File: src/rtl/c2b_pkg.sv
package c2b_pkg;

    // Quantised reciprocal-shaped magnitude transform.
    function automatic int unsigned phi_code(int unsigned x, int unsigned k, int unsigned maxm);
        int unsigned v;
        if (x == 0) v = maxm;
        else        v = k / x;
        if (v > maxm) v = maxm;
        return v;
    endfunction

    typedef enum logic {
        LAYOUT_PER_EDGE = 1'b0,
        LAYOUT_SHARED   = 1'b1
    } row_layout_e;

endpackage

File: src/rtl/c2b_row_fifo.sv
module c2b_row_fifo #(
    parameter int ROW_W = 18,
    parameter int DEPTH = 16,
    localparam int PTR_W = (DEPTH > 1) ? $clog2(DEPTH) : 1
) (
    input  logic             clk,
    input  logic             rst_n,
    input  logic             push,
    input  logic [ROW_W-1:0] wr_row,
    output logic [ROW_W-1:0] rd_row,
    output logic             primed
);

    typedef struct packed {
        logic [DEPTH-1:0][ROW_W-1:0] mem;
        logic [PTR_W-1:0]            ptr;
        logic                        primed;
    } fifo_st_t;

    fifo_st_t st_d, st_q;

    always_comb begin
        st_d = st_q;
        if (push) begin
            st_d.mem[st_q.ptr] = wr_row;
            if (st_q.ptr == PTR_W'(DEPTH - 1)) begin
                st_d.ptr    = '0;
                st_d.primed = 1'b1;
            end else begin
                st_d.ptr = st_q.ptr + 1'b1;
            end
        end
    end

    always_ff @(posedge clk) begin
        if (!rst_n) st_q <= '0;
        else        st_q <= st_d;
    end

    // Read happens before the same-slot write lands: the oldest row.
    assign rd_row = st_q.mem[st_q.ptr];
    assign primed = st_q.primed;

endmodule

File: src/rtl/c2b_edge.sv
module c2b_edge #(
    parameter int MAG_W = 5,
    parameter int SUM_W = 8,
    parameter int PHI_K = 64,
    localparam int Q     = MAG_W + 1,
    localparam int MAXM  = (1 << MAG_W) - 1,
    localparam int LUT_N = 1 << MAG_W,
    localparam int DW    = SUM_W + 1
) (
    input  logic             tot_sign,
    input  logic [SUM_W-1:0] tot_sum,
    input  logic             own_sign,
    input  logic [MAG_W-1:0] own_mag,
    output logic [Q-1:0]     msg
);

    logic [MAG_W-1:0] lut [LUT_N];

    for (genvar x = 0; x < LUT_N; x++) begin : g_lut
        assign lut[x] = MAG_W'(c2b_pkg::phi_code(x, PHI_K, MAXM));
    end

    logic [DW-1:0]    diff;
    logic [MAG_W-1:0] clamped;
    logic [MAG_W-1:0] mag;
    logic             neg;
    logic [Q-1:0]     mag_ext;

    always_comb begin
        diff = {1'b0, tot_sum} - {{(DW-MAG_W){1'b0}}, own_mag};
        if (diff[DW-1])
            clamped = '0;
        else if (diff[DW-2:0] > (DW-1)'(MAXM))
            clamped = MAG_W'(MAXM);
        else
            clamped = diff[MAG_W-1:0];
        mag     = lut[clamped];
        neg     = tot_sign ^ own_sign;
        mag_ext = {1'b0, mag};
        if (neg && (mag != '0)) msg = ~mag_ext + 1'b1;
        else                    msg = mag_ext;
    end

endmodule

File: src/rtl/c2b_rebuild.sv
module c2b_rebuild #(
    parameter int DC       = 3,
    parameter int MAG_W    = 5,
    parameter int SUM_W    = MAG_W + $clog2(DC) + 1,
    parameter int N_BITS   = 16,
    parameter int PHI_K    = 64,
    parameter bit CAT_MODE = 1'b0,
    localparam int Q     = MAG_W + 1,
    localparam int ROW_W = CAT_MODE ? Q : DC * Q,
    localparam int EXT_W = Q + $clog2(DC)
) (
    input  logic                clk,
    input  logic                rst_n,
    input  logic                in_valid,
    input  logic [ROW_W-1:0]    push_row,
    input  logic [DC-1:0]       chk_sign,
    input  logic [DC*SUM_W-1:0] chk_sum,
    output logic                out_valid,
    output logic [DC*Q-1:0]     msg_out,
    output logic [EXT_W-1:0]    ext_out
);

    localparam c2b_pkg::row_layout_e LAYOUT =
        CAT_MODE ? c2b_pkg::LAYOUT_SHARED : c2b_pkg::LAYOUT_PER_EDGE;

    typedef struct packed {
        logic             valid;
        logic [DC*Q-1:0]  msgs;
        logic [EXT_W-1:0] ext;
    } out_st_t;

    out_st_t st_d, st_q;

    logic [ROW_W-1:0] pop_row;
    logic             primed;
    logic [Q-1:0]     edge_msg [DC];

    c2b_row_fifo #(.ROW_W(ROW_W), .DEPTH(N_BITS)) u_fifo (
        .clk    (clk),
        .rst_n  (rst_n),
        .push   (in_valid),
        .wr_row (push_row),
        .rd_row (pop_row),
        .primed (primed)
    );

    for (genvar e = 0; e < DC; e++) begin : g_edge
        logic [Q-1:0] pair;
        if (LAYOUT == c2b_pkg::LAYOUT_SHARED) begin : g_shared
            assign pair = pop_row[Q-1:0];
        end else begin : g_own
            assign pair = pop_row[e*Q +: Q];
        end
        c2b_edge #(.MAG_W(MAG_W), .SUM_W(SUM_W), .PHI_K(PHI_K)) u_edge (
            .tot_sign (chk_sign[e]),
            .tot_sum  (chk_sum[e*SUM_W +: SUM_W]),
            .own_sign (pair[Q-1]),
            .own_mag  (pair[MAG_W-1:0]),
            .msg      (edge_msg[e])
        );
    end

    always_comb begin
        logic [EXT_W-1:0] acc;
        st_d       = st_q;
        st_d.valid = in_valid;
        acc        = '0;
        for (int e = 0; e < DC; e++)
            acc = acc + {{(EXT_W-Q){edge_msg[e][Q-1]}}, edge_msg[e]};
        if (in_valid) begin
            for (int e = 0; e < DC; e++)
                st_d.msgs[e*Q +: Q] = primed ? edge_msg[e] : '0;
            st_d.ext = primed ? acc : '0;
        end
    end

    always_ff @(posedge clk) begin
        if (!rst_n) st_q <= '0;
        else        st_q <= st_d;
    end

    assign out_valid = st_q.valid;
    assign msg_out   = st_q.msgs;
    assign ext_out   = st_q.ext;

endmodule

File: config.mk
export PLATFORM = sky130hd
export DESIGN_NAME = c2b_rebuild
export DESIGN_NICKNAME = d
export VERILOG_FILES = /design/src/rtl/c2b_pkg.sv /design/src/rtl/c2b_row_fifo.sv /design/src/rtl/c2b_edge.sv /design/src/rtl/c2b_rebuild.sv
export SDC_FILE = /design/constraint.sdc
export NUM_CORES = 1
export LEC_CHECK = 0
export BUFFER_PORTS_ARGS = -buffer_cell sky130_fd_sc_hd__buf_2
export CAP_MARGIN = 20
export CORE_UTILIZATION = 40
export CTS_CLUSTER_SIZE = 24
export DETAILED_ROUTE_END_ITERATION = 10
export PLACE_DENSITY = 0.66
export SLEW_MARGIN = 20
export SYNTH_ARGS = -nofsm -noshare
export SYNTH_HDL_FRONTEND = slang
export SYNTH_SLANG_ARGS = --single-unit
File: constraint.sdc
create_clock -name clk -period 9.5 [get_ports clk]
set_input_delay 0.475 -clock clk [delete_from_list [all_inputs] [get_ports clk]]
set_output_delay 0.475 -clock clk [all_outputs]
set_load 0.03 [all_outputs]
==> metrics.txt, run 1 <==
cts repair resizes=0; maximum clock path buffer count=3; final WL=43200 µm; clock-pin slew on the worst setup and hold paths=0.06 ns; fin crit period=8.30 ns; Worst R2R Path Depth=34; hold depth=2; reg-to-reg setup timing slack=1.20 ns; final worst slack=1.20 ns; number of port buffers=74; total die area=40600 µm²; crit path launch type=flip-flop; sequential power share=42.3%; EDFF count, synth=0; dpl cell area=16400 µm²; FF-to-FF Start=u_fifo.st_q[2]$_SDFFE_PN0P_; die outline height=202 µm; reg2reg end=ext_out[7]$_SDFFE_PN0P_; power per cell area=185 nW/µm²; hold path start=rst_n; Die W=202 µm; via count=13500; status=finished clean; post-CTS setup buffer count=0; Total GRT Usage=21.2%; Peak supply drop=0.121 mV; hold buffer count at CTS=0; switching part of the total=27.5%; number of max-cap violations=0; H-tree levels=2; DRT Pass-1 Iters=5; Syn Nets=2006; area occupied by registers=6410 µm²; Routed Antenna Nets=0; Worst Hold Path EP=msg_out[2]$_SDFFE_PN0P_; Yosys reg bits=320; ys async rst share=0%; # rows=72; clk_skew=0.0204 ns; CP Max Fanout=53; Final Hold Viols=0; share of layout cells above drive strength 1=13.2%; post-layout power=3.26 mW; Final Instance Area=17600 µm²; Multi-input gate area=8690 µm²; NetSw=0.895 mW; Final #Nets=1968; worst-margin pin slew=1.10 ns; Yosys warning count=0; Root Buffer=clkbuf_16; worst hold-check path type=in -> reg; Int Power=2.36 mW; Gate power share=15.6%; critical path's largest stage delay=0.91 ns; Slowest-stage cell, CP=dfxtp_4; drc violations=0; dpl ws=1.29 ns; core area=38900 µm²; DR WL/cell=17.9 µm; Top FF cell, synth=dfxtp_1; Final TNS setup=0 ns; Area Overhead vs Synth=10.4%; RSZ-0062 raised after global routing=no; HPWL after DPL=29100 µm; static leakage=5.99 nW; initial core utilization=40.9%; Avg Synthesized Cell Area=8.35 µm²; Vias per Instance=5.60; post-synthesis sequential area ratio=40.2%; WP data required=9.89 ns; fmax=121 MHz; GP Congestion=0.925; fin. max-slew vios=0; first-pass GRT wire length=70100 µm; worst endpoint data arrival time=8.68 ns; initial antenna violation count=1; Post-Syn Area=15900 µm²; largest net degree at the start of global routing=114; Slew Limit Headroom=26.4%; Congestion Overflow GR=0; Cell variety after synth=82; final setup vio count=0; cell mode on critical path=ha_1; Clock Latency Late Sink=0.53 ns; Post-Synthesis Cells=1906; TritonCTS clock tree=done; initial DRC count=1061; crit path kind=reg -> reg; CTS sink count=320; vias in the first global route=12900; TritonCTS Buffers=36; Worst setup EP type=flip-flop; final period utilization=87.3%; Filler Cell Count=3797; Clock power frac=42.2%; # IOs=75
[routing by layer]
layer | wire [µm] | GRT usage (%)
met5 | 0 | 0
met4 | 834 | 5.19
met3 | 3250 | 3.26
met2 | 19700 | 34.2
met1 | 19400 | 29.7
[how the worst max path moves through the flow]
stage	start	depth (start not counted)	slack [ns]	endpoint
2_1_floorplan	u_fifo.st_q[1]$_SDFFE_PN0P_	36	1.42	ext_out[6]$_SDFFE_PN0P_
3_3_place_gp	u_fifo.st_q[1]$_SDFFE_PN0P_	36	1.50	ext_out[6]$_SDFFE_PN0P_
3_5_place_dp	u_fifo.st_q[1]$_SDFFE_PN0P_	34	1.29	ext_out[7]$_SDFFE_PN0P_
4_1_cts	u_fifo.st_q[1]$_SDFFE_PN0P_	34	1.26	ext_out[7]$_SDFFE_PN0P_
5_1_grt	u_fifo.st_q[1]$_SDFFE_PN0P_	31	0.64	ext_out[7]$_SDFFE_PN0P_
6_report	u_fifo.st_q[2]$_SDFFE_PN0P_	34	1.20	ext_out[7]$_SDFFE_PN0P_
[area by class of cell]
cell class,count,share of cell area (%)
tap,518,3.69
timing repair buffer,83,2.58
multi-input combinational,1376,49.5
sequential,320,36.5
clock inverter,8,0.591
clock buffer,54,6.04
antenna,1,0.0142
inverter,51,1.13
[flip-flops by register name, indices dropped and copies added, names as in the netlist]
register	count
u_fifo.st_q	292
msg_out	18
ext_out	8
out_valid	1
u_fifo.primed	1
[power groups by stage]
stage	logic [mW]	registers [mW]	clock network, mW
2_1_floorplan	0.399	1.39	0
3_3_place_gp	0.486	1.41	0
3_5_place_dp	0.501	1.41	0
4_1_cts	0.502	1.38	1.40
5_1_grt	0.558	1.38	1.45
6_report	0.507	1.38	1.37
[cell usage after synthesis, drive strengths merged, types with 3 or more instances]
master | instances | area [µm²]
nand2 | 627 | 2350
dfxtp | 320 | 6410
a21oi | 309 | 1550
clkbuf | 143 | 537
mux4 | 90 | 2030
nor2 | 50 | 190
inv | 49 | 184
ha | 42 | 526
o21ai | 24 | 120
nor3 | 20 | 110
and2 | 19 | 121
buf | 16 | 98.8
a22oi | 14 | 105
o21a | 14 | 105
nand3 | 12 | 60.1
fa | 10 | 200
xnor2 | 10 | 87.6
nand2b | 9 | 56.3
nor2b | 9 | 56.3
xor2 | 9 | 78.8
a21o | 7 | 52.6
o31ai | 6 | 58.8
or2 | 6 | 37.5
or3 | 6 | 37.5
a211oi | 5 | 42.5
nor3b | 5 | 37.5
o2111ai | 5 | 50.0
o211ai | 5 | 37.5
and3 | 4 | 25.0
nand3b | 4 | 30.0
nor4 | 4 | 31.3
a221oi | 3 | 43.8
a31oi | 3 | 18.8
a32o | 3 | 30.0
mux2 | 3 | 33.8
[through the flow]
step,util [%],hold slack [ns],instances
after CTS,45.1,0.298,2410
after global placement,42.1,0.438,2348
final,45.2,0.313,2411
after floorplan,-,0.433,1906
after detailed placement,42.1,0.443,2348
after global routing,45.2,0.327,2411
[cells by family after synthesis]
group           share of synthesized area (%)
simple gates                             20.1
compound gates                           15.8
flops                                    40.2
buf+inv                                  5.19
mux                                      13.0
fa+ha+maj                                4.56
xor+xnor                                 1.05
[cell usage in the layout (no fill, tap or decap), drive strengths merged, types with 6 or more instances in the layout]
cell type / count
nand3: 12
dfxtp: 320
a22oi: 14
a21o: 7
inv: 52
o21a: 14
nor2: 50
mux4: 90
nand2: 627
nor2b: 9
or2: 6
ha: 42
fa: 10
and2: 19
o31ai: 6
a21oi: 309
or3: 6
clkbuf: 54
nor3: 20
xnor2: 10
buf: 83
nand2b: 9
o21ai: 24
xor2: 9
[critical path: cells and delay by family (launching register included)]
kind | cells | cell delay [ns]
AO/OA/AOI/OAI | 12 | 2.36
adder cells (fa/ha/maj) | 8 | 2.37
buffers and inverters | 1 | 0.05
flip-flops | 1 | 0.91
multiplexers | 2 | 0.95
AND/OR/NAND/NOR | 11 | 1.49
(Power assumes the default switching activity.)
==> run 2: changes to the inputs <==
- CORE_ASPECT_RATIO: not set -> 1.25
==> metrics.txt, run 2 (same netlist as run 1, synthesis figures left out) <==
status=finished clean (unchanged); CP Max Fanout=42 (was 53); crit path kind=reg -> reg (unchanged); clk_skew=0.0237 ns (was 0.0204 ns); number of max-cap violations=0 (unchanged); drc violations=0 (unchanged); via count=13600 (was 13500); cell mode on critical path=ha_1 (unchanged); Final TNS setup=0 ns (unchanged); clock-pin slew on the worst setup and hold paths=0.07 ns (was 0.06 ns); CTS sink count=320 (unchanged); HPWL after DPL=29400 µm (was 29100 µm); critical path's largest stage delay=0.90 ns (was 0.91 ns); total die area=40600 µm² (about the same); Worst setup EP type=flip-flop (unchanged); power per cell area=183 nW/µm² (was 185 nW/µm²); Die W=180 µm (was 202 µm); Worst R2R Path Depth=34 (unchanged); first-pass GRT wire length=71900 µm (was 70100 µm); reg-to-reg setup timing slack=1.09 ns (was 1.20 ns); # IOs=75 (unchanged); post-CTS setup buffer count=0 (unchanged); TritonCTS clock tree=done (unchanged); sequential power share=43.2% (was 42.3%); Area Overhead vs Synth=9.71% (was 10.4%); commonest cells after routing, fill and taps aside=627 x nand2_1, 318 x dfxtp_1, 308 x a21oi_1 (unchanged); initial DRC count=1406 (was 1061); final setup vio count=0 (unchanged); largest net degree at the start of global routing=122 (was 114); post-layout power=3.20 mW (was 3.26 mW); worst hold-check path type=in -> reg (unchanged); fin. max-slew vios=0 (unchanged); DRT Pass-1 Iters=6 (was 5); register bank with the most flops=u_fifo.st_q (unchanged); worst endpoint data arrival time=8.86 ns (was 8.68 ns); RSZ-0062 raised after global routing=no (unchanged); area occupied by registers=6410 µm² (unchanged); cts repair resizes=0 (unchanged); Clock Latency Late Sink=0.59 ns (was 0.53 ns); Setup crit start=u_fifo.st_q[1]$_SDFFE_PN0P_ (was u_fifo.st_q[2]$_SDFFE_PN0P_); max reg flops=292 (unchanged); Total GRT Usage=22.2% (was 21.2%); fin crit period=8.41 ns (was 8.30 ns); hold buffer count at CTS=0 (unchanged); Int Power=2.32 mW (was 2.36 mW); reg2reg end=ext_out[7]$_SDFFE_PN0P_ (unchanged); Finished Core Util=44.5% (was 45.2%); fmax=119 MHz (was 121 MHz); crit path launch type=flip-flop (unchanged); FF-to-FF Start=u_fifo.st_q[1]$_SDFFE_PN0P_ (was u_fifo.st_q[2]$_SDFFE_PN0P_); Final #Nets=1966 (was 1968); number of port buffers=74 (unchanged); final period utilization=88.5% (was 87.3%); Routed Antenna Nets=0 (unchanged); Slowest-stage cell, CP=dfxtp_4 (unchanged); initial antenna violation count=7 (was 1); vias in the first global route=13000 (was 12900); Layout Cells excl Fill=2391 (was 2411); Final Instance Area=17500 µm² (was 17600 µm²); Vias per Instance=5.69 (was 5.60); Multi-input gate area=8690 µm² (unchanged); Final Hold Viols=0 (unchanged); worst-margin pin slew=1.12 ns (was 1.10 ns); Gate power share=15.6% (about the same); switching part of the total=27.4% (was 27.5%); WP data required=9.95 ns (was 9.89 ns); Clock power frac=41.2% (was 42.2%); initial core utilization=40.6% (was 40.9%); # rows=81 (was 72); H-tree levels=1 (was 2); DR WL/cell=19.1 µm (was 17.9 µm); maximum clock path buffer count=3 (unchanged); Peak supply drop=0.162 mV (was 0.121 mV); Filler Cell Count=3729 (was 3797); GP Congestion=0.867 (was 0.925); Congestion Overflow GR=0 (unchanged); Root Buffer=clkbuf_16 (unchanged); dpl cell area=16400 µm² (about the same); Worst Setup EP=ext_out[7]$_SDFFE_PN0P_ (unchanged); Cells after DPL=2331 (was 2348); final WL=45800 µm (was 43200 µm); share of layout cells above drive strength 1=13.3% (was 13.2%); core area=39200 µm² (was 38900 µm²); TritonCTS Buffers=31 (was 36); die outline height=225 µm (was 202 µm); Slew Limit Headroom=25.2% (was 26.4%); commonest non-fill, non-tap cell in the layout=nand2_1 (unchanged); NetSw=0.875 mW (was 0.895 mW); static leakage=5.96 nW (was 5.99 nW)
run 2: cell type report:
class | instances | share of cell area [%]
flip-flops and latches | 320 | 36.7
multi-input cells | 1376 | 49.7
well taps | 498 | 3.57
inverters | 51 | 1.14
clock buffers | 42 | 4.91
diodes | 4 | 0.0573
clock inverters | 14 | 1.24
repair buffers | 86 | 2.64
run 2: worst max-delay path, delay by kind of cell (launching register included):
family | cells | cell delay (ns)
DFF | 1 | 0.90
AOI/OAI and AO/OA | 12 | 2.29
muxes | 2 | 1.12
adders and majority gates | 8 | 2.38
buffers and inverters | 1 | 0.06
and+or+nand+nor | 11 | 1.50
run 2: power by group through the flow:
stage               Combinational [mW]  Sequential (mW)  Clock, mW
floorplan                        0.399             1.39          0
global placement                 0.483             1.41          0
CTS                              0.494             1.38       1.34
detailed placement               0.491             1.41          0
global route                     0.550             1.38       1.39
finish                           0.497             1.38       1.32
run 2: per-layer routing:
metal  vias up  share of wire [%]  global-route usage [%]
met1      6592                 41                    27.0
li1       6405                  -                       -
met4         6                2.7                    7.97
met5         -              0.083                       0
met2       498                 50                    39.8
met3       108                6.1                    3.43
run 2: stage by stage:
step	hold WS (ns)	setup slack, ns
3_5_place_dp	0.443	1.16
5_1_grt	0.248	0.461
6_report	0.243	1.09
4_1_cts	0.233	1.14
3_3_place_gp	0.439	1.34
2_1_floorplan	0.433	1.42
run 2: how the worst min path moves through the flow:
stage                                        from                            end  slack (ns)  cells past startpoint
floorplan           u_fifo.st_q[108]$_SDFFE_PN0P_  u_fifo.st_q[108]$_SDFFE_PN0P_        0.43                      2
global placement    u_fifo.st_q[259]$_SDFFE_PN0P_  u_fifo.st_q[259]$_SDFFE_PN0P_        0.44                      2
detailed placement  u_fifo.st_q[281]$_SDFFE_PN0P_  u_fifo.st_q[281]$_SDFFE_PN0P_        0.44                      2
CTS                                         rst_n        msg_out[2]$_SDFFE_PN0P_        0.23                      2
global route                                rst_n        msg_out[2]$_SDFFE_PN0P_        0.25                      2
finish                                      rst_n        msg_out[2]$_SDFFE_PN0P_        0.24                      2
==> run 3: changes to the inputs <==
- SYNTH_HIERARCHICAL: not set -> 1
==> metrics.txt, run 3 <==
final worst slack=1.51 ns (was 1.09 ns); via count=14200 (was 13600); post-CTS setup buffer count=0 (unchanged); CP Max Fanout=39 (was 42); Top FF cell, synth=dfxtp_1 (unchanged); DR WL/cell=19.5 µm (was 19.1 µm); dpl ws=1.61 ns (was 1.16 ns); power per cell area=168 nW/µm² (was 183 nW/µm²); CP Buf/Inv Count=3 (was 1); worst hold-check path type=in -> reg (unchanged); Final Instance Area=19000 µm² (was 17500 µm²); Final #Nets=2029 (was 1966); NetSw=0.890 mW (was 0.875 mW); cts repair resizes=0 (unchanged); static leakage=6.84 nW (was 5.96 nW); Syn Nets=2073 (was 2006); TritonCTS Buffers=35 (was 31); reg-to-reg setup timing slack=1.51 ns (was 1.09 ns); Int Power=2.29 mW (was 2.32 mW); Avg Synthesized Cell Area=8.93 µm² (was 8.35 µm²); Adder-Cell Fraction of Synth Area=4.34% (was 4.56%); initial antenna violation count=8 (was 7); # rows=85 (was 81); first-pass GRT wire length=77200 µm (was 71900 µm); ranking of synthesized cells by area=dfxtp_1 36%, nand2_1 13%, a21boi_1 12% (was dfxtp_1 40%, nand2_1 15%, mux4_2 13%); Finished Core Util=43.9% (was 44.5%); GP Congestion=0.921 (was 0.867); H-tree levels=2 (was 1); TritonCTS clock tree=done (unchanged); simple-gate area share of the yosys netlist=22.6% (was 20.1%); hold buffer count at CTS=0 (unchanged); HPWL after DPL=31700 µm (was 29400 µm); Total GRT Usage=22.0% (was 22.2%); vias in the first global route=13900 (was 13000); cell mode on critical path=ha_1 (unchanged); hold depth=3 (was 2); initial core utilization=40.7% (was 40.6%); max reg flops=292 (unchanged); switching part of the total=27.9% (was 27.4%); Gate power share=16.5% (was 15.6%); multiplexer share of the synthesized area=9.40% (was 13.0%); post-synth top area share=36.4% (was 40.2%); crit path launch type=flip-flop (unchanged); RSZ-0062 raised after global routing=no (unchanged); final WL=49200 µm (was 45800 µm); largest net degree at the start of global routing=124 (was 122); Post-Synth XOR/XNOR Area=1.44% (was 1.05%); critical path's largest stage delay=0.95 ns (was 0.90 ns); # IOs=75 (unchanged); Yosys reg bits=320 (unchanged); ys async rst share=0% (unchanged); number of max-cap violations=0 (unchanged); FF-to-FF Start=u_fifo/st_q[3]$_SDFFE_PN0P_ (was u_fifo.st_q[1]$_SDFFE_PN0P_); status=finished clean (unchanged); Congestion Overflow GR=0 (unchanged); Yosys warning count=6 (was 0); Routed Antenna Nets=0 (unchanged); main combinational cell family by area after synthesis=simple AND/OR/NAND/NOR gates (unchanged); DRT Pass-1 Iters=5 (was 6); Slew Limit Headroom=24.1% (was 25.2%); hold path start=push_row[16] (was rst_n); final setup vio count=0 (unchanged); Clock power frac=40.4% (was 41.2%); Worst setup EP type=flip-flop (unchanged); CTS sink count=320 (unchanged); top cells by count, synth=614 x nand2_1, 320 x dfxtp_1, 289 x a21boi_1, 83 x buf_2, 72 x mux4_2 (was 627 x nand2_1, 320 x dfxtp_1, 308 x a21oi_1, 143 x clkbuf_1, 90 x mux4_2); number of port buffers=74 (unchanged); maximum clock path buffer count=3 (unchanged); Layout Cells excl Fill=2522 (was 2391); clock-pin slew on the worst setup and hold paths=0.06 ns (was 0.07 ns); share of layout cells above drive strength 1=14.9% (was 13.3%); worst endpoint data arrival time=8.43 ns (was 8.86 ns); post-layout power=3.19 mW (was 3.20 mW); die outline height=236 µm (was 225 µm); Top delay family on crit path=simple AND/OR/NAND/NOR gates (was adder cells); Cells after DPL=2454 (was 2331); Vias per Instance=5.62 (was 5.69); Area Overhead vs Synth=7.80% (was 9.71%); Filler Cell Count=4238 (was 3729); Final Hold Viols=0 (unchanged); Worst R2R Path Depth=30 (was 34); sequential power share=43.1% (was 43.2%); Die W=190 µm (was 180 µm); commonest non-fill, non-tap cell in the layout=nand2_1 (unchanged); most numerous cell in the Yosys netlist=nand2_1 (unchanged); Peak supply drop=0.141 mV (was 0.162 mV); hold slack=0.335 ns (was 0.243 ns); dpl cell area=17900 µm² (was 16400 µm²); drc violations=0 (unchanged); EDFF count, synth=0 (unchanged); Post-Synthesis Cells=1970 (was 1906); fin crit period=7.99 ns (was 8.41 ns); Clock Latency Late Sink=0.53 ns (was 0.59 ns); Worst Hold Path EP=u_fifo/st_q[147]$_SDFFE_PN0P_ (was msg_out[2]$_SDFFE_PN0P_); Slowest-stage cell, CP=dfxtp_2 (was dfxtp_4); Cell variety after synth=93 (was 82); commonest cells after routing, fill and taps aside=614 x nand2_1, 316 x dfxtp_1, 289 x a21boi_1 (was 627 x nand2_1, 318 x dfxtp_1, 308 x a21oi_1); crit path kind=reg -> reg (unchanged); register bank with the most flops=u_fifo/st_q (was u_fifo.st_q); final period utilization=84.1% (was 88.5%); post-synthesis sequential area ratio=36.4% (was 40.2%); total die area=44800 µm² (was 40600 µm²); Synth Area in Compound Gates=19.3% (was 15.8%); leading area contributor after synthesis=dfxtp_1 (unchanged); reg2reg end=ext_out[7]$_SDFFE_PN0P_ (unchanged); worst-margin pin slew=1.14 ns (was 1.12 ns); clk_skew=0.0199 ns (was 0.0237 ns); Root Buffer=clkbuf_16 (unchanged); Post-Syn Area=17600 µm² (was 15900 µm²); fmax=125 MHz (was 119 MHz); WP data required=9.95 ns (about the same); core area=43200 µm² (was 39200 µm²); fin. max-slew vios=0 (unchanged); Final TNS setup=0 ns (unchanged); initial DRC count=1117 (was 1406)
==> run 3: cell count changes after synthesis, sizes merged, moves of 15 or more <==
cell / previous run / this run
a21oi: 309 / 49
mux4: 90 / 72
nor2b: 9 / 36
a21boi: 2 / 292
and2b: 0 / 15
clkbuf: 143 / 47
a22oi: 14 / 36
buf: 16 / 125
==> run 3: metal layers <==
metal | GRT usage, % | vias to the layer above | part of all wire (%)
li1 | - | 6661 | -
met1 | 26.3 | 6866 | 40
met2 | 38.1 | 506 | 49
met3 | 3.26 | 130 | 6.3
met4 | 11.2 | 2 | 4.7
met5 | 0 | - | 0.035
==> run 3: kinds of logic (layout without fill, tap and decap cells) <==
| kind of cell | Yosys count | count (layout) |
|---|---|---|
| and+or+nand+nor | 833 | 833 |
| AOI/OAI and AO/OA | 454 | 454 |
| DFF | 320 | 320 |
| buffers and inverters | 210 | 190 |
| muxes | 75 | 75 |
| adders and majority gates | 55 | 55 |
| xor gates and xnor gates | 23 | 23 |
| other | 0 | 7 |
==> run 3: how the worst max path moves through the flow <==
stage | startpoint | to | cells after the start
after floorplan | u_fifo/st_q[1]$_SDFFE_PN0P_ | ext_out[5]$_SDFFE_PN0P_ | 30
after global placement | u_fifo/st_q[1]$_SDFFE_PN0P_ | ext_out[5]$_SDFFE_PN0P_ | 30
after detailed placement | u_fifo/st_q[1]$_SDFFE_PN0P_ | ext_out[5]$_SDFFE_PN0P_ | 29
after CTS | u_fifo/st_q[1]$_SDFFE_PN0P_ | ext_out[5]$_SDFFE_PN0P_ | 29
after global routing | u_fifo/st_q[1]$_SDFFE_PN0P_ | ext_out[6]$_SDFFE_PN0P_ | 29
final | u_fifo/st_q[3]$_SDFFE_PN0P_ | ext_out[7]$_SDFFE_PN0P_ | 30
==> run 3: power groups by stage <==
stage | Clock [mW] | Sequential, mW | Combinational (mW)
detailed placement | 0 | 1.40 | 0.519
floorplan | 0 | 1.39 | 0.416
CTS | 1.31 | 1.37 | 0.521
global placement | 0 | 1.40 | 0.506
global route | 1.37 | 1.37 | 0.581
finish | 1.29 | 1.37 | 0.526
==> run 3: layout make-up <==
cell class                 count  area, µm²  share of cell area (%)
multi-input combinational   1440      10100                    53.2
sequential                   320       6420                    33.8
clock buffer                  49        988                    5.21
tap                          565        707                    3.73
timing repair buffer          91        517                    2.73
inverter                      38        143                   0.752
clock inverter                12       80.1                   0.422
antenna                        7       17.5                  0.0924
==> run 3: worst register-to-register path, delay by kind of cell (launching register included) <==
family / cells / cell delay (ns)
adders and majority gates: 6 / 1.77
xor gates and xnor gates: 1 / 0.21
buffers and inverters: 3 / 0.34
and+or+nand+nor: 11 / 2.86
AOI/OAI and AO/OA: 9 / 1.77
DFF: 1 / 0.95
